==> src/rtl/dbg_run_pkg.sv <==
package dbg_run_pkg;

    typedef enum logic [1:0] {
        RS_HALTED   = 2'd0,
        RS_RUNNING  = 2'd1,
        RS_STEPPING = 2'd2,
        RS_BURST    = 2'd3
    } run_state_e;

    typedef enum logic [2:0] {
        HR_NONE   = 3'd0,
        HR_HOST   = 3'd1,
        HR_DONE   = 3'd2,
        HR_CYCLE  = 3'd3,
        HR_STATE  = 3'd4,
        HR_ASSERT = 3'd5
    } halt_rsn_e;

    localparam logic [2:0] OP_NOP   = 3'd0;
    localparam logic [2:0] OP_HALT  = 3'd1;
    localparam logic [2:0] OP_RUN   = 3'd2;
    localparam logic [2:0] OP_STEP  = 3'd3;
    localparam logic [2:0] OP_BURST = 3'd4;

endpackage

==> src/rtl/dbg_cmd_decode.sv <==
module dbg_cmd_decode
    import dbg_run_pkg::*;
#(
    parameter int BURST_W = 16
) (
    input  logic               cmd_valid,
    input  logic [2:0]         cmd_op,
    input  logic [BURST_W-1:0] cmd_arg,
    output logic               req_halt,
    output logic               req_run,
    output logic               req_step,
    output logic               req_burst
);

    logic arg_nonzero;

    always_comb begin
        arg_nonzero = |cmd_arg;
        req_halt    = cmd_valid && (cmd_op == OP_HALT);
        req_run     = cmd_valid && (cmd_op == OP_RUN);
        req_step    = cmd_valid && (cmd_op == OP_STEP);
        // a zero-length burst is dropped here so the FSM never sees it
        req_burst   = cmd_valid && (cmd_op == OP_BURST) && arg_nonzero;
    end

endmodule

==> src/rtl/dbg_event_merge.sv <==
module dbg_event_merge #(
    parameter int N = 4
) (
    input  logic [N-1:0] evt,
    output logic         any
);

    generate
        if (N == 1) begin : g_single
            assign any = evt[0];
        end else begin : g_reduce
            assign any = |evt;
        end
    endgenerate

endmodule

==> src/rtl/dbg_bp_unit.sv <==
module dbg_bp_unit #(
    parameter int CNT_W = 32,
    parameter int MON_W = 16
) (
    input  logic             cke,
    input  logic [CNT_W-1:0] cnt,
    input  logic             cyc_en,
    input  logic [CNT_W-1:0] cyc_val,
    input  logic             st_en,
    input  logic [MON_W-1:0] st_mask,
    input  logic [MON_W-1:0] st_pat,
    input  logic [MON_W-1:0] mon,
    output logic             cyc_hit,
    output logic             st_hit
);

    localparam logic [CNT_W-1:0] CNT_ONE = {{(CNT_W-1){1'b0}}, 1'b1};

    logic [MON_W-1:0] bit_ok;
    logic [CNT_W-1:0] cnt_after;

    // per-bit compare: a masked-out bit always agrees
    generate
        for (genvar b = 0; b < MON_W; b++) begin : g_bit
            assign bit_ok[b] = !st_mask[b] || (mon[b] == st_pat[b]);
        end
    endgenerate

    always_comb begin
        cnt_after = cnt + CNT_ONE;
        cyc_hit   = cyc_en && cke && (cnt_after == cyc_val);
        st_hit    = st_en && cke && (&bit_ok);
    end

endmodule

==> src/rtl/dbg_cycle_ctr.sv <==
module dbg_cycle_ctr #(
    parameter int CNT_W = 32
) (
    input  logic             clk,
    input  logic             rst_n,
    input  logic             cke,
    output logic [CNT_W-1:0] cnt
);

    localparam logic [CNT_W-1:0] CNT_ONE = {{(CNT_W-1){1'b0}}, 1'b1};

    logic [CNT_W-1:0] cnt_d, cnt_q;

    always_comb begin
        cnt_d = cnt_q;
        if (cke) begin
            cnt_d = cnt_q + CNT_ONE;
        end
    end

    always_ff @(posedge clk) begin
        if (!rst_n) begin
            cnt_q <= '0;
        end else begin
            cnt_q <= cnt_d;
        end
    end

    assign cnt = cnt_q;

    AST_CNT_ADVANCE: assert property (@(posedge clk) disable iff (!rst_n)
        cke |=> (cnt_q == $past(cnt_q) + CNT_ONE));
    AST_CNT_HOLD: assert property (@(posedge clk) disable iff (!rst_n)
        !cke |=> $stable(cnt_q));

endmodule

==> src/rtl/dbg_run_ctrl.sv <==
module dbg_run_ctrl
    import dbg_run_pkg::*;
#(
    parameter int CNT_W   = 32,
    parameter int BURST_W = 16,
    parameter int MON_W   = 16,
    parameter int N_ASRT  = 4,
    parameter int N_STALL = 4
) (
    input  logic               clk,
    input  logic               rst_n,
    input  logic               cmd_valid,
    input  logic [2:0]         cmd_op,
    input  logic [BURST_W-1:0] cmd_arg,
    input  logic               bp_cyc_en,
    input  logic [CNT_W-1:0]   bp_cyc_value,
    input  logic               bp_st_en,
    input  logic [MON_W-1:0]   bp_st_mask,
    input  logic [MON_W-1:0]   bp_st_pattern,
    input  logic [MON_W-1:0]   mon_value,
    input  logic [N_ASRT-1:0]  assert_fail,
    input  logic [N_STALL-1:0] stall_req,
    output logic               user_cke,
    output logic [1:0]         run_state,
    output logic [2:0]         halt_reason,
    output logic [CNT_W-1:0]   cycle_count
);

    localparam logic [BURST_W-1:0] LEFT_ONE = {{(BURST_W-1){1'b0}}, 1'b1};

    typedef struct packed {
        run_state_e         st;
        halt_rsn_e          rsn;
        logic [BURST_W-1:0] left;
    } ctl_t;

    ctl_t ctl_d, ctl_q;

    logic req_halt, req_run, req_step, req_burst;
    logic asrt_any, stall_any;
    logic cyc_hit, st_hit;
    logic cke;
    logic [CNT_W-1:0] cnt;

    dbg_cmd_decode #(.BURST_W(BURST_W)) u_dec (
        .cmd_valid (cmd_valid),
        .cmd_op    (cmd_op),
        .cmd_arg   (cmd_arg),
        .req_halt  (req_halt),
        .req_run   (req_run),
        .req_step  (req_step),
        .req_burst (req_burst)
    );

    dbg_event_merge #(.N(N_ASRT)) u_asrt_merge (
        .evt (assert_fail),
        .any (asrt_any)
    );

    dbg_event_merge #(.N(N_STALL)) u_stall_merge (
        .evt (stall_req),
        .any (stall_any)
    );

    assign cke = (ctl_q.st != RS_HALTED) && !stall_any;

    dbg_bp_unit #(.CNT_W(CNT_W), .MON_W(MON_W)) u_bp (
        .cke     (cke),
        .cnt     (cnt),
        .cyc_en  (bp_cyc_en),
        .cyc_val (bp_cyc_value),
        .st_en   (bp_st_en),
        .st_mask (bp_st_mask),
        .st_pat  (bp_st_pattern),
        .mon     (mon_value),
        .cyc_hit (cyc_hit),
        .st_hit  (st_hit)
    );

    dbg_cycle_ctr #(.CNT_W(CNT_W)) u_ctr (
        .clk   (clk),
        .rst_n (rst_n),
        .cke   (cke),
        .cnt   (cnt)
    );

    // next-state: later halt causes override earlier ones (priority)
    always_comb begin
        logic      stop;
        halt_rsn_e why;
        logic      counted;

        ctl_d   = ctl_q;
        stop    = 1'b0;
        why     = ctl_q.rsn;
        counted = (ctl_q.st == RS_STEPPING) || (ctl_q.st == RS_BURST);

        if (ctl_q.st == RS_HALTED) begin
            if (req_run) begin
                ctl_d.st = RS_RUNNING;
            end else if (req_step) begin
                ctl_d.st   = RS_STEPPING;
                ctl_d.left = LEFT_ONE;
            end else if (req_burst) begin
                ctl_d.st   = RS_BURST;
                ctl_d.left = cmd_arg;
            end
        end else begin
            if (req_halt) begin
                stop = 1'b1;
                why  = HR_HOST;
            end
            if (counted && cke && (ctl_q.left == LEFT_ONE)) begin
                stop = 1'b1;
                why  = HR_DONE;
            end
            if (cyc_hit) begin
                stop = 1'b1;
                why  = HR_CYCLE;
            end
            if (st_hit) begin
                stop = 1'b1;
                why  = HR_STATE;
            end
            if (asrt_any) begin
                stop = 1'b1;
                why  = HR_ASSERT;
            end
            if (counted && cke) begin
                ctl_d.left = ctl_q.left - LEFT_ONE;
            end
            if (stop) begin
                ctl_d.st   = RS_HALTED;
                ctl_d.rsn  = why;
                ctl_d.left = '0;
            end
        end
    end

    always_ff @(posedge clk) begin
        if (!rst_n) begin
            ctl_q <= '{st: RS_HALTED, rsn: HR_NONE, left: '0};
        end else begin
            ctl_q <= ctl_d;
        end
    end

    assign user_cke    = cke;
    assign run_state   = ctl_q.st;
    assign halt_reason = ctl_q.rsn;
    assign cycle_count = cnt;

    AST_HALT_HAS_CAUSE: assert property (@(posedge clk) disable iff (!rst_n)
        (ctl_q.st != RS_HALTED) |=> (ctl_q.st != RS_HALTED || ctl_q.rsn != HR_NONE));
    AST_STEP_SINGLE: assert property (@(posedge clk) disable iff (!rst_n)
        (ctl_q.st == RS_STEPPING && user_cke) |=> (ctl_q.st == RS_HALTED));
    AST_ZERO_BURST: assert property (@(posedge clk) disable iff (!rst_n)
        (ctl_q.st == RS_HALTED && cmd_valid && cmd_op == OP_BURST && cmd_arg == '0)
            |=> (ctl_q.st == RS_HALTED));
    AST_ASSERT_HALTS: assert property (@(posedge clk) disable iff (!rst_n)
        (ctl_q.st != RS_HALTED && |assert_fail)
            |=> (ctl_q.st == RS_HALTED && ctl_q.rsn == HR_ASSERT));
    AST_STALL_FREEZE: assert property (@(posedge clk) disable iff (!rst_n)
        (ctl_q.st != RS_HALTED && |stall_req && !(|assert_fail)
            && !(cmd_valid && cmd_op == OP_HALT))
            |=> ($stable(ctl_q.st) && $stable(ctl_q.left)));
    AST_STALL_NO_CKE: assert property (@(posedge clk) disable iff (!rst_n)
        (|stall_req) |-> !user_cke);

endmodule

==> config.mk <==
export PLATFORM = sky130hd
export DESIGN_NAME = dbg_run_ctrl
export DESIGN_NICKNAME = d
export VERILOG_FILES = /design/src/rtl/dbg_run_pkg.sv /design/src/rtl/dbg_cmd_decode.sv /design/src/rtl/dbg_event_merge.sv /design/src/rtl/dbg_bp_unit.sv /design/src/rtl/dbg_cycle_ctr.sv /design/src/rtl/dbg_run_ctrl.sv
export SDC_FILE = /design/constraint.sdc
export NUM_CORES = 1
export LEC_CHECK = 0
export BUFFER_PORTS_ARGS = -buffer_cell sky130_fd_sc_hd__buf_2
export CAP_MARGIN = 10
export CELL_PAD_IN_SITES_DETAIL_PLACEMENT = 0
export CELL_PAD_IN_SITES_GLOBAL_PLACEMENT = 1
export CORE_ASPECT_RATIO = 0.9
export CORE_MARGIN = 4
export CORE_UTILIZATION = 36
export CTS_CLUSTER_SIZE = 16
export DETAILED_ROUTE_END_ITERATION = 8
export PLACE_DENSITY = 0.8
export SLEW_MARGIN = 20
export SYNTH_ARGS = -nofsm -noshare
export SYNTH_HDL_FRONTEND = slang
export SYNTH_SLANG_ARGS = --single-unit
==> constraint.sdc <==
create_clock -name clk -period 4 [get_ports clk]
set_clock_uncertainty 0.1 [all_clocks]
set_input_delay 0.6 -clock clk [delete_from_list [all_inputs] [get_ports clk]]
set_output_delay 0.6 -clock clk [all_outputs]
set_load 0.01 [all_outputs]
# Word-level counts from Yosys, hierarchy flattened

Index checks and enable logic that the tools add are counted.

Add/sub/neg operators: 2
Eq/ne operators: 27
Multiplexer cells: 21
Bitwise gates (word level): 1
Reduce and logical (&&, ||, !) cells: 58

Operator list:

| cell                                               | number |
|---|---|
| two-way mux 16 bit                                 | 5 |
| adder 32 x 1 -> 32 bit, second input constant      | 1 |
| == test 32 bit                                     | 1 |
| two-way mux 21 bit                                 | 1 |
| zero test 1 bit                                    | 17 |
| logical OR 1 bit                                   | 17 |
| == test 1 bit                                      | 16 |
| == test 16 x 1 -> 1 bit, second input constant     | 1 |
| AND reduction 16 bit                               | 1 |
| OR reduction 16 bit                                | 1 |
| subtractor 16 x 1 -> 16 bit, second input constant | 1 |
| two-way mux 3 bit                                  | 5 |
| logical AND 1 bit                                  | 12 |
| two-way mux 2 bit                                  | 4 |
| OR reduction 4 bit                                 | 2 |
| == test 3 x 2 -> 1 bit, second input constant      | 2 |
| two-way mux 1 bit                                  | 6 |
| AND reduction 3 bit                                | 2 |
| nonzero test 5 bit                                 | 1 |
| == test 2 bit, second input constant               | 2 |
| != test 4 bit, second input constant               | 1 |
| nonzero test 2 bit                                 | 2 |
| == test 3 x 1 -> 1 bit, second input constant      | 1 |
| == test 3 bit, second input constant               | 1 |
| 6 further kinds                                    | 6 |

Register bits: 53
Output and inout bits: 38
Logic and storage cells: 113

# Longest topological paths before layout

Gate-level depths: netlist of run 1.

Depth in word-level cells: 12
Depth in mapped cells: 13
Depth with buffers taken out: 10

# By module

Synthesis of run 1 repeated with hierarchy kept, for this count alone.

Cell total of the unflattened synthesis: 589
Area, all modules: 4615.7 um^2

Modules (own cells, without submodules):

| module          | times used | cells each | area an instance (um^2) | seq. area each (um^2) |
|---|---|---|---|---|
| dbg_cycle_ctr   | 1          | 176        | 1562.7                  | 640.6 |
| dbg_run_ctrl    | 1          | 201        | 1521.5                  | 420.4 |
| dbg_bp_unit     | 1          | 200        | 1436.4                  | 0.0 |
| dbg_cmd_decode  | 1          | 10         | 80.1                    | 0.0 |
| dbg_event_merge | 2          | 1          | 7.5                     | 0.0 |

# Worst setup path after synthesis of run 1

Ideal clock, no wire load.

Kind: register to register
Start point: register u_ctr.cnt_q[0], in the netlist u_ctr.cnt[0]
End point: register ctl_q[11] (netlist name)
Library setup time: 0.125 ns
Data arrival time: 3.026 ns
Required time: 3.775 ns
Path slack: 0.749 ns
Stages on the path, launching flop included: 13
Buffers on the path: 2
Clock period less this slack: 3.251 ns
Path through: dfxtp_1 -> ha_1 -> clkbuf_2 -> and3_1 -> nand2_1 -> or3_1 -> o41a_1 -> a2111oi_2 -> and4_4 -> buf_6 -> o21ai_0 -> a222oi_1 -> nor2b_1

Cells in the longest elaborated chain, start to end: 9
Elaborated cells on any way between the ends: 11
Classes of those cells: 1 x add/sub; 1 x eq/ne; 6 x mux; 3 x reduce/logical

Ends and longest elaborated chain:

| element                                                                    | RTL line            | source |
|---|---|---|
| start, declared                                                            | dbg_cycle_ctr.sv:12 | `logic [CNT_W-1:0] cnt_d, cnt_q;` |
| start signal, assigned                                                     | dbg_cycle_ctr.sv:25 | `cnt_q <= cnt_d;` |
| adder 32 x 1 -> 32 bit (*)                                                 | dbg_bp_unit.sv:30   | `cnt_after = cnt + CNT_ONE;` |
| == test 32 bit (*)                                                         | dbg_bp_unit.sv:31   | `cyc_hit = cyc_en && cke && (cnt_after == cyc_val);` |
| logical AND 1 bit (*)                                                      | dbg_bp_unit.sv:31   |  |
| two-way mux 1 bit (*)                                                      | dbg_run_ctrl.sv:117 | `if (cyc_hit) begin` |
| two-way mux 1 bit (*)                                                      | dbg_run_ctrl.sv:121 | `if (st_hit) begin` |
| two-way mux 1 bit (*)                                                      | dbg_run_ctrl.sv:125 | `if (asrt_any) begin` |
| two-way mux 1 bit (*)                                                      | dbg_run_ctrl.sv:98  | `if (ctl_q.st == RS_HALTED) begin` |
| nonzero test 3 bit (no line) / two-way mux 21 bit (equally long branches)  | -                   |  |
| AND reduction 3 bit (no line) / two-way mux 16 bit (equally long branches) | -                   |  |
| end signal, assigned                                                       | dbg_run_ctrl.sv:142 | `ctl_q <= '{st: RS_HALTED, rsn: HR_NONE, left: '0};` |
| end signal, assigned                                                       | dbg_run_ctrl.sv:144 | `ctl_q <= ctl_d;` |
| end, declared                                                              | dbg_run_ctrl.sv:37  | `ctl_t ctl_d, ctl_q;` |

Every way passes the cells marked *; elsewhere a longest branch is shown, timed or not. The select of a mux whose other input is x is not followed.
A chain may end at the register's enable or synchronous reset.

# Final worst setup path of run 1

Start point: register u_ctr.cnt_q[0], in the netlist u_ctr.cnt[0]
End point: register ctl_q[14] (netlist name)

Same word-level chain as after synthesis.

==> results.md, run 1 <==
- Status: finished clean
- Post-Place Cells: 831
- Die Height: 112 um
- Largest net degree at the start of global routing: 55
- Crit path max fanout: 25
- DRT Pass-1 Iters: 5
- DRT iter0 DRCs: 309
- I/O pins: 150
- Initial antenna violation count: 0
- DPL Wire Length: 10.6 mm
- Fin crit share: 92.6%
- Main flop type after synthesis: dfxtp_1
- CP endpoint kind: flop
- IO Port Bufs: 149
- Fin nets: 797
- Hold crit path type: flop to flop
- Total global-route track usage: 19.5%
- Distinct cell type count after synthesis: 63
- First-pass GRT wire length: 22.2 mm
- Worst ir drop on vdd: 0.121 mV
- Vias per Instance: 5.53
- Post-synthesis average cell area: 7.79 um2
- Final std cells w/o fill: 839
- Core area: 0.0115 mm2
- Final Cell Area: 0.00527 mm2
- Final ANT Viol Nets: 0
- Yosys reg bits: 53
- Placed instance area: 0.00513 mm2
- PostCTS Resize Cnt: 0
- Full die area: 0.0137 mm2
- Fraction of layout cells with a size suffix above 1: 27.1%
- CP Launch Type: flop
- Fmax achieved: 270 MHz
- Gr ovfl total: 0
- RSZ-0062 raised after global routing: no
- Max-slew violations: 0
- GP Congestion: 0.889
- Final Hold Fails: 0
- Via Count: 4640
- Pre-CTS setup slack: 286 ps
- Leakage: 2.15 nW
- Crit path required time: 4120 ps
- Post-synth EDFFs: 0
- DRC: 0
- Setup Crit Path Kind: flop to flop
- Skew-Pair Late Insertion Delay: 300 ps
- Initial Utilization: 37.2%
- Root Driver: clkbuf_16
- Number of max-cap violations: 0
- Pwr Density: 242 mW/mm2
- Minimum clock period: 3710 ps
- Routed WL: 13.7 mm
- Synth Cell Area: 0.00429 mm2
- # rows: 37
- Worst slew pin tran: 903 ps
- Asr flop ratio synth: 0%
- Hold-fix buffers at CTS: 0
- Synth-to-layout area growth: 22.9%
- Worst Path Arrival: 3820 ps
- Slew headroom: 39.6%
- Synth warnings: 0
- R2R Setup Slk: 290 ps
- Syn_nets: 666
- Clock-pin transition on the worst setup and hold timing paths: 70 ps
- # setup viols final: 0
- CTS tree: built
- Die Width: 123 um
- CTS sink cnt: 53
- H-tree Lvls: 2
- Synthesized instance count: 551
- Number of diodes: 0
- Setup repair bufs after CTS: 0
- WL per Instance: 16.3 um
- Final core occ: 45.7%
- Final WS setup: 295 ps
- Setup TNS Final: 0 ps
- Seq/Total Area, Yosys: 24.7%
- CTS max path bufs: 2
- CTS buffer count: 5
- Vias in the first global route: 4547
## worst max-delay path, cell delays in order (launching register included)
cell	delay, ps
dfxtp_1	480
ha_2	320
and3_1	290
nand2_1	150
or3_1	410
o41a_1	450
a2111oi_2	290
and4_4	450
o32a_4	360
o21ai_0	110
a31oi_1	220
## synthesized netlist by cell type (4+ instances only)
cell type / number / area, um2
dfxtp_1: 53 / 1060
xor2_1: 50 / 438
nand2_1: 44 / 165
xnor2_1: 36 / 315
o21ai_0: 35 / 175
a21oi_1: 28 / 140
nor2_1: 28 / 105
and2_1: 27 / 169
nor4_1: 26 / 163
nor3_1: 17 / 85.1
or3_1: 16 / 100
nand4_1: 15 / 93.8
buf_2: 13 / 65.1
clkbuf_1: 13 / 48.8
nand3_1: 13 / 65.1
nor2b_1: 11 / 68.8
a21boi_0: 10 / 75.1
buf_4: 10 / 75.1
a22oi_1: 8 / 60.1
or4_1: 8 / 60.1
and3_1: 7 / 43.8
and4_1: 6 / 52.6
a211oi_1: 4 / 30.0
a222oi_1: 4 / 40.0
a31oi_1: 4 / 25.0
inv_1: 4 / 15.0
or4b_2: 4 / 40.0
## state kept, by name, summed over array words and instances, names as in the netlist
| register | flops |
|---|---|
| run_state | 2 |
| u_ctr.cnt | 32 |
| ctl_q | 16 |
| halt_reason | 3 |
## kinds of logic (layout without fill, tap and decap cells)
| kind of cell | Yosys count | in the layout | synth area share, % |
|---|---|---|---|
| fa+ha+maj | 3 | 3 | 0.875 |
| flops | 53 | 53 | 24.7 |
| buf+inv | 43 | 175 | 5.39 |
| xor+xnor | 86 | 86 | 17.6 |
| compound gates | 124 | 124 | 18.9 |
| mux | 2 | 2 | 0.466 |
| simple gates | 240 | 240 | 32.1 |
## path summary, 6_finish.rpt
check | start | endpoint | cells past startpoint
worst max-delay path | u_ctr.cnt[0] | ctl_q[14] | 10
worst min-delay path | halt_reason[1] | halt_reason[1] | 2
worst max register to register | u_ctr.cnt[0] | ctl_q[14] | 10
worst min register to register | halt_reason[1] | halt_reason[1] | 2
## layout by cell type (no fill, tap or decap), types with 5 or more instances in the layout
master	synthesis	final
nor2b_1	11	11
or3_1	16	16
nand2_1	44	44
nor4_1	26	25
nand4_1	15	15
clkbuf_16	0	5
nor2_1	28	28
and2_1	27	27
xnor2_1	36	36
buf_2	13	149
and4_1	6	6
or4_1	8	8
dfxtp_1	53	53
nand3_1	13	13
buf_4	10	14
a22oi_1	8	8
o21ai_0	35	35
and3_1	7	7
xor2_1	50	50
a21boi_0	10	10
a21oi_1	28	28
nor3_1	17	17
## routing by layer
metal	share of wire (%)	vias up	global-route usage, %
li1	-	2286	-
met1	47	2169	27.9
met2	45	168	31.5
met3	6.7	17	3.15
met4	0.91	0	3.17
met5	0	-	0
## cell type report
class                   instances  area (um2)
fillers                      1187        6250
multi-input cells             455        3010
inverters                       4        15.0
well taps                     156         195
clock buffers                   5         125
repair buffers                163         851
flip-flops and latches         53        1060
clock inverters                 3        17.5
## where the power goes
group	leakage (nW)	switching, W	internal, W	total (W)
Sequential	0.429	0.0000181	0.000543	0.000561
Combinational	1.66	0.000142	0.000129	0.000270
Clock	0.0696	0.000213	0.000231	0.000443
Total	2.15	0.000372	0.000902	0.00127
## metrics by stage
| stage | total power [W] | hold slack (ps) |
|---|---|---|
| floorplan | 0.000735 | 330 |
| global placement | 0.000837 | 348 |
| detailed placement | 0.000842 | 356 |
| CTS | 0.00128 | 368 |
| global route | 0.00134 | 406 |
| finish | 0.00127 | 364 |
Note: power is estimated with default switching activity, not from simulation.
==> inputs of run 2 (changes only) <==
--- a/config.mk
+++ b/config.mk
@@ -15,6 +15,7 @@
 export CTS_CLUSTER_SIZE = 16
 export DETAILED_ROUTE_END_ITERATION = 8
 export PLACE_DENSITY = 0.8
+export RECOVER_POWER = 100
 export SLEW_MARGIN = 20
 export SYNTH_ARGS = -nofsm -noshare
 export SYNTH_HDL_FRONTEND = slang
==> run 2 against run 1 <==
Net effect:
- register-to-register slack about the same
- count of clock-buffer cells in the layout is the same
- first-iteration DRC count up 3.6%
- clock power is essentially flat
- die area unchanged
- setup slack barely moved
- fmax is essentially flat
- final cell count did not move
- sequential share of layout area up 0.28 points
- via count barely moved
- sequential power barely moved
- highest routed layer unchanged
==> results.md, run 2 (synthesis gave the netlist of run 1 again) <==
- DRT Pass-1 Iters: 5
- Worst ir drop on vdd: 0.121 mV
- Worst R2R Path Depth: 10
- Full die area: 0.0137 mm2
- Vias in the first global route: 4547
- Initial Utilization: 37.2%
- Largest net degree at the start of global routing: 55
- # setup viols final: 0
- Fmax achieved: 270 MHz
- Crit path launch: u_ctr.cnt[0]
- Critical path's slowest cell: dfxtp_1
- Max-slew violations: 0
- Worst slew pin tran: 900 ps
- Final core occ: 45.1%
- Total power: 0.00127 W
- Synth-to-layout area growth: 21.2%
- CP Launch Type: flop
- CTS tree: built
- Final ANT Viol Nets: 0
- Initial antenna violation count: 0
- CTS sink cnt: 53
- GP Congestion: 0.889
- Final Hold Fails: 0
- R2R Setup Slk: 290 ps
- Crit Reg-Reg Startpoint: u_ctr.cnt[0]
- Crit path max fanout: 25
- IO Port Bufs: 149
- Number of max-cap violations: 0
- DRT iter0 DRCs: 320
- Skew-Pair Late Insertion Delay: 300 ps
- Setup TNS Final: 0 ps
- CP endpoint kind: flop
- Routed WL: 13.7 mm
- Fraction of layout cells with a size suffix above 1: 21.1%
- Worst Path Arrival: 3820 ps
- Total global-route track usage: 19.5%
- Pwr Density: 244 mW/mm2
- H-tree Lvls: 2
- Leakage: 1.97 nW
- DPL Wire Length: 10.6 mm
- Commonest non-fill, non-tap cell in the layout: buf_2
- Slew headroom: 39.8%
- I/O pins: 150
- First-pass GRT wire length: 22.2 mm
- Commonest non-fill, non-tap cells in the layout: buf_2 (117), dfxtp_1 (53), xor2_1 (50)
- WP buf/inv: 0
- Status: finished clean
- RSZ-0062 raised after global routing: no
- Hold Crit Endpoint: ctl_q[10]
- Vias per Instance: 5.53
- CTS buffer count: 5
- CP top delay family: compound AO/OA/AOI/OAI gates
- # rows: 37
- Die Width: 123 um
- Number of diodes: 0
- Worst path cell trace: ha_2 -> and3_1 -> nand2_1 -> or3_1 -> o41a_1 -> a2111oi_2 -> and4_4 -> o32a_4 -> o21ai_0 -> a31oi_1
- Hold crit path type: flop to flop
- Fin crit share: 92.6%
- CTS max path bufs: 2
- Minimum clock period: 3710 ps
- Crit path required time: 4120 ps
- Worst Hold Path Cells: 2
- Clock-pin transition on the worst setup and hold timing paths: 70 ps
- Fin Hold WS: 364 ps
- CP peak stage delay: 480 ps
- Setup Crit Path Kind: flop to flop
- WL per Instance: 16.3 um
- DRC: 0
- Root Driver: clkbuf_16
- R2r endpoint: ctl_q[14]
- Core area: 0.0115 mm2
- Via Count: 4637
- Gr ovfl total: 0
- Die Height: 112 um
- Fin nets: 797
- Hold Startpoint: ctl_q[10]
- Max reg flops: 32
-- run 2: cell types whose count changed in the layout (fill, tap and decap cells not counted), sizes merged --
cell,change
buf,-40
clkbuf,+40
-- run 2: cell type report --
type / count / area, um2
Clock buffer: 5 / 125
Sequential cell: 53 / 1060
Fill cell: 1203 / 6330
Clock inverter: 3 / 17.5
Inverter: 4 / 15.0
Multi-Input combinational cell: 455 / 3010
Tap cell: 156 / 195
Timing Repair Buffer: 163 / 781
-- run 2: tightest hold or removal path, cell delays in order, from the launching register on --
cell     delay (ps)
dfxtp_1         320
nand2_1          50
o22ai_1          50
-- run 2: worst max-delay path by stage --
stage                 to  cells after the start
3_3_place_gp   ctl_q[10]                     10
2_1_floorplan  ctl_q[11]                     12
5_1_grt         ctl_q[1]                     10
3_5_place_dp   ctl_q[14]                     10
4_1_cts        ctl_q[14]                     10
6_report       ctl_q[14]                     10
-- run 2: what timing repair did --
item,4_1_cts,5_1_grt
hold buffers,0,0
endpoints found under the setup margin,0,6
gates resized for setup,0,1
setup buffers,0,0
-- run 2: through the flow --
step / area, um2 / setup slack [ps] / std cells
5_1_grt: 5200 / 40.7 / 839
3_3_place_gp: 5130 / 477 / 831
6_report: 5200 / 295 / 839
4_1_cts: 5270 / 257 / 839
2_1_floorplan: 4290 / 749 / 551
3_5_place_dp: 5130 / 286 / 831
-- run 2: power breakdown --
| part | switching (W) | internal (W) |
|---|---|---|
| Sequential | 0.0000181 | 0.000543 |
| Clock | 0.000210 | 0.000231 |
| Combinational | 0.000141 | 0.000128 |
| Total | 0.000370 | 0.000901 |
-- run 2: metal layers --
metal / wire length, um / track usage, % / share of wire, %
met5: 0 / 0 / 0
met1: 6590 / 27.9 / 48
met4: 76 / 3.17 / 0.56
met3: 863 / 3.15 / 6.3
met2: 6170 / 31.5 / 45
==> inputs of run 3 (changes only) <==
--- a/config.mk
+++ b/config.mk
@@ -5,6 +5,7 @@
 export SDC_FILE = /design/constraint.sdc
 export NUM_CORES = 1
 export LEC_CHECK = 0
+export ABC_AREA = 1
 export BUFFER_PORTS_ARGS = -buffer_cell sky130_fd_sc_hd__buf_2
 export CAP_MARGIN = 10
 export CELL_PAD_IN_SITES_DETAIL_PLACEMENT = 0
@@ -14,9 +15,10 @@
 export CORE_UTILIZATION = 36
 export CTS_CLUSTER_SIZE = 16
 export DETAILED_ROUTE_END_ITERATION = 8
-export PLACE_DENSITY = 0.8
+export PLACE_DENSITY = 0.82
 export RECOVER_POWER = 100
 export SLEW_MARGIN = 20
 export SYNTH_ARGS = -nofsm -noshare
 export SYNTH_HDL_FRONTEND = slang
+export SYNTH_HIERARCHICAL = 1
 export SYNTH_SLANG_ARGS = --single-unit
==> run 3 against run 2 <==
Net effect:
- utilization is 1.3 points lower
- area after synthesis is 23% higher
- critical endpoint is now ctl_q[2]
- wire length is 13% higher
- register-to-register slack better by 440 ps
- total power is 62% higher
- die area is 21% higher
- critical path type is now input port to flop
- count of clock-buffer cells in the layout is 1 higher
- global-route usage is 0.69 points lower
- sequential share of layout area is 3.3 points lower
- fmax is 12% higher
- setup slack better by 390 ps
- sequential cell count stayed put
==> results.md, run 3 <==
- WP buf/inv: 3
- Slew headroom: 61.4%
- PostCTS Resize Cnt: 0
- Fraction of layout cells with a size suffix above 1: 17.3%
- Post-Route M1 WL: 7.32 mm
- CP top delay family: simple AND/OR/NAND/NOR gates
- Critical path's slowest cell: clkbuf_1
- CP Launch Type: input port
- DPL Wire Length: 12.4 mm
- Synth area leaders: dfxtp_1 (20%), nand2_1 (20%), nor2_1 (13%), inv_1 (6.5%), nand3_1 (5.7%)
- Root Driver: clkbuf_16
- Crit path required time: 4140 ps
- Total global-route track usage: 18.9%
- Fmax achieved: 302 MHz
- Commonest non-fill, non-tap cells in the layout: nand2_1 (279), nor2_1 (194), buf_2 (112)
- Fin crit share: 82.9%
- Initial Utilization: 37.1%
- Highest Signal Layer: met4
- Metal3 WL: 560 um
- Yosys reg bits: 53
- Leakage: 2.90 nW
- Vias per Instance: 4.63
- Pwr Density: 332 mW/mm2
- Worst slew pin tran: 579 ps
- Max reg flops: 32
- Syn_nets: 1022
- Register area: 0.00106 mm2
- WL per Instance: 12.4 um
- Full die area: 0.0166 mm2
- Final Hold Fails: 0
- RSZ-0062 raised after global routing: no
- Distinct cell type count after synthesis: 42
- Via Count: 5753
- CP endpoint kind: flop
- Cell repeated most along the worst path: nor2_1
- CTS buffer count: 5
- GP Congestion: 0.868
- Number of max-cap violations: 0
- CP peak stage delay: 460 ps
- Post-synth top cells: nand2_1 (278), nor2_1 (186), inv_1 (91)
- CTS tree: built
- Met2 WL: 7.34 mm
- Vias in the first global route: 5450
- Main flop type after synthesis: dfxtp_1
- H-tree Lvls: 2
- Routed WL: 15.5 mm
- Core area: 0.0142 mm2
- Status: finished clean
- First-pass GRT wire length: 25.4 mm
- Setup TNS Final: 0 ps
- Largest net degree at the start of global routing: 42
- Setup Crit Path Kind: input port to flop
- Worst Path Arrival: 3460 ps
- Gr ovfl total: 0
- Final std cells w/o fill: 1243
- Synth-to-layout area growth: 17.8%
- Die Height: 123 um
- Synthesized instance count: 906
- Post-synthesis average cell area: 5.80 um2
- Worst path cell trace: buf_2 -> nor2_1 -> nand2_1 -> nor2_1 -> clkbuf_1 -> nand3_1 -> nor3_1 -> nand2_1 -> nor2_1 -> nand3_1 -> nor2_1 -> nand3_1 -> nor2_1 -> inv_1 -> nand2_1 -> nor3_4 -> nand3_1 -> nand2_2 -> nand2_1 -> nand2_1 -> nor2_1
- # rows: 41
- Post-Place Cells: 1234
- Commonest non-fill, non-tap cell in the layout: nand2_1
- Synth warnings: 6
- Worst ir drop on vdd: 0.200 mV
- Minimum clock period: 3310 ps
- DRT Pass-1 Iters: 5
- Final ANT Viol Nets: 0
- Initial antenna violation count: 1
- Asr flop ratio synth: 0%
- Hold crit path type: flop to flop
- Clock-pin transition on the worst setup and hold timing paths: 70 ps
- I/O pins: 150
- CTS sink cnt: 53
- Skew-Pair Late Insertion Delay: 310 ps
- Yosys top cell by area: dfxtp_1
- Max-slew violations: 0
- Seq/Total Area, Yosys: 20.2%
- DRC: 0
- Area share of the largest cell type after synthesis: 20.2%
- IO Port Bufs: 149
- Fill count: 1624
- Crit path max fanout: 31
- CTS max path bufs: 2
- Multi-input gate area: 0.00364 mm2
- Fin nets: 1164
- Die Width: 135 um
- Post-synth EDFFs: 0
- DRT iter0 DRCs: 240
- Hold-fix buffers at CTS: 0
- # setup viols final: 0
- Synth Cell Area: 0.00526 mm2
- Most numerous cell in the Yosys netlist: nand2_1
- Setup repair bufs after CTS: 0
-- run 3: cell types whose count changed after synthesis, sizes merged, moves of 19 or more --
cell / delta
nand2: +248
and2: -26
inv: +95
o21ai: -22
nor4: -25
nor2: +191
xor2: -19
nand3: +54
-- run 3: area by class of cell --
class | instances | share of cell area, %
diodes | 1 | 0.0404
clock buffers | 6 | 2.24
clock inverters | 2 | 0.283
inverters | 100 | 6.08
multi-input cells | 736 | 58.8
flip-flops and latches | 53 | 17.1
well taps | 193 | 3.90
repair buffers | 152 | 11.5
-- run 3: cell families (layout without fill, tap and decap cells) --
| logic type | Yosys count | in the layout | share of synthesized area [%] |
|---|---|---|---|
| AO/OA/AOI/OAI | 73 | 73 | 8.40 |
| XOR/XNOR | 51 | 51 | 8.49 |
| adder cells (fa/ha/maj) | 4 | 4 | 0.952 |
| buffers and inverters | 117 | 260 | 9.40 |
| flip-flops | 53 | 53 | 20.2 |
| other | 0 | 1 | 0 |
| AND/OR/NAND/NOR | 608 | 608 | 52.6 |
-- run 3: final timing paths --
kind         slack (ps)              to  cells after the start      startpoint
max                 690        ctl_q[2]                     21    stall_req[3]
min                 370  halt_reason[2]                      2  halt_reason[2]
max reg2reg         730        ctl_q[2]                     20    u_ctr/cnt[0]
min reg2reg         370  halt_reason[2]                      2  halt_reason[2]
-- run 3: worst register-to-register path, cell delays in order, from the launching register on --
cell and delay (ps):
dfxtp_1 530, ha_1 270, nand3_1 110, nor2_1 200, nand3_1 160, nor2_1 170, nand4_1 90, nand2_1 90
nor2_1 40, nand2_1 60, inv_1 40, nand2_1 70, nor2_1 50, inv_1 70, nand2_1 80, nor3_4 200
nand3_1 150, nand2_2 440, nand2_1 110, nand2_1 80, nor2_1 50
-- run 3: per-layer routing --
layer / vias to the layer above / GRT usage [%]
met5: - / 0
met4: 0 / 5.04
met3: 14 / 2.50
met2: 96 / 33.4
met1: 2538 / 24.2
li1: 3105 / -
-- run 3: report_power, final --
group          internal (W)  switching, W
logic              0.000332      0.000580
registers          0.000601     0.0000663
clock network      0.000254      0.000226
total               0.00119      0.000873
-- run 3: through the flow --
step,utilization [%],worst slack (ps),instance area [um2],hold slack [ps],power (W)
2_1_floorplan,-,1290,5260,340,0.00141
3_3_place_gp,43.5,857,6150,367,0.00160
3_5_place_dp,43.5,811,6150,366,0.00160
4_1_cts,44.6,782,6310,375,0.00209
5_1_grt,43.8,225,6200,411,0.00226
6_report,43.8,686,6200,375,0.00206
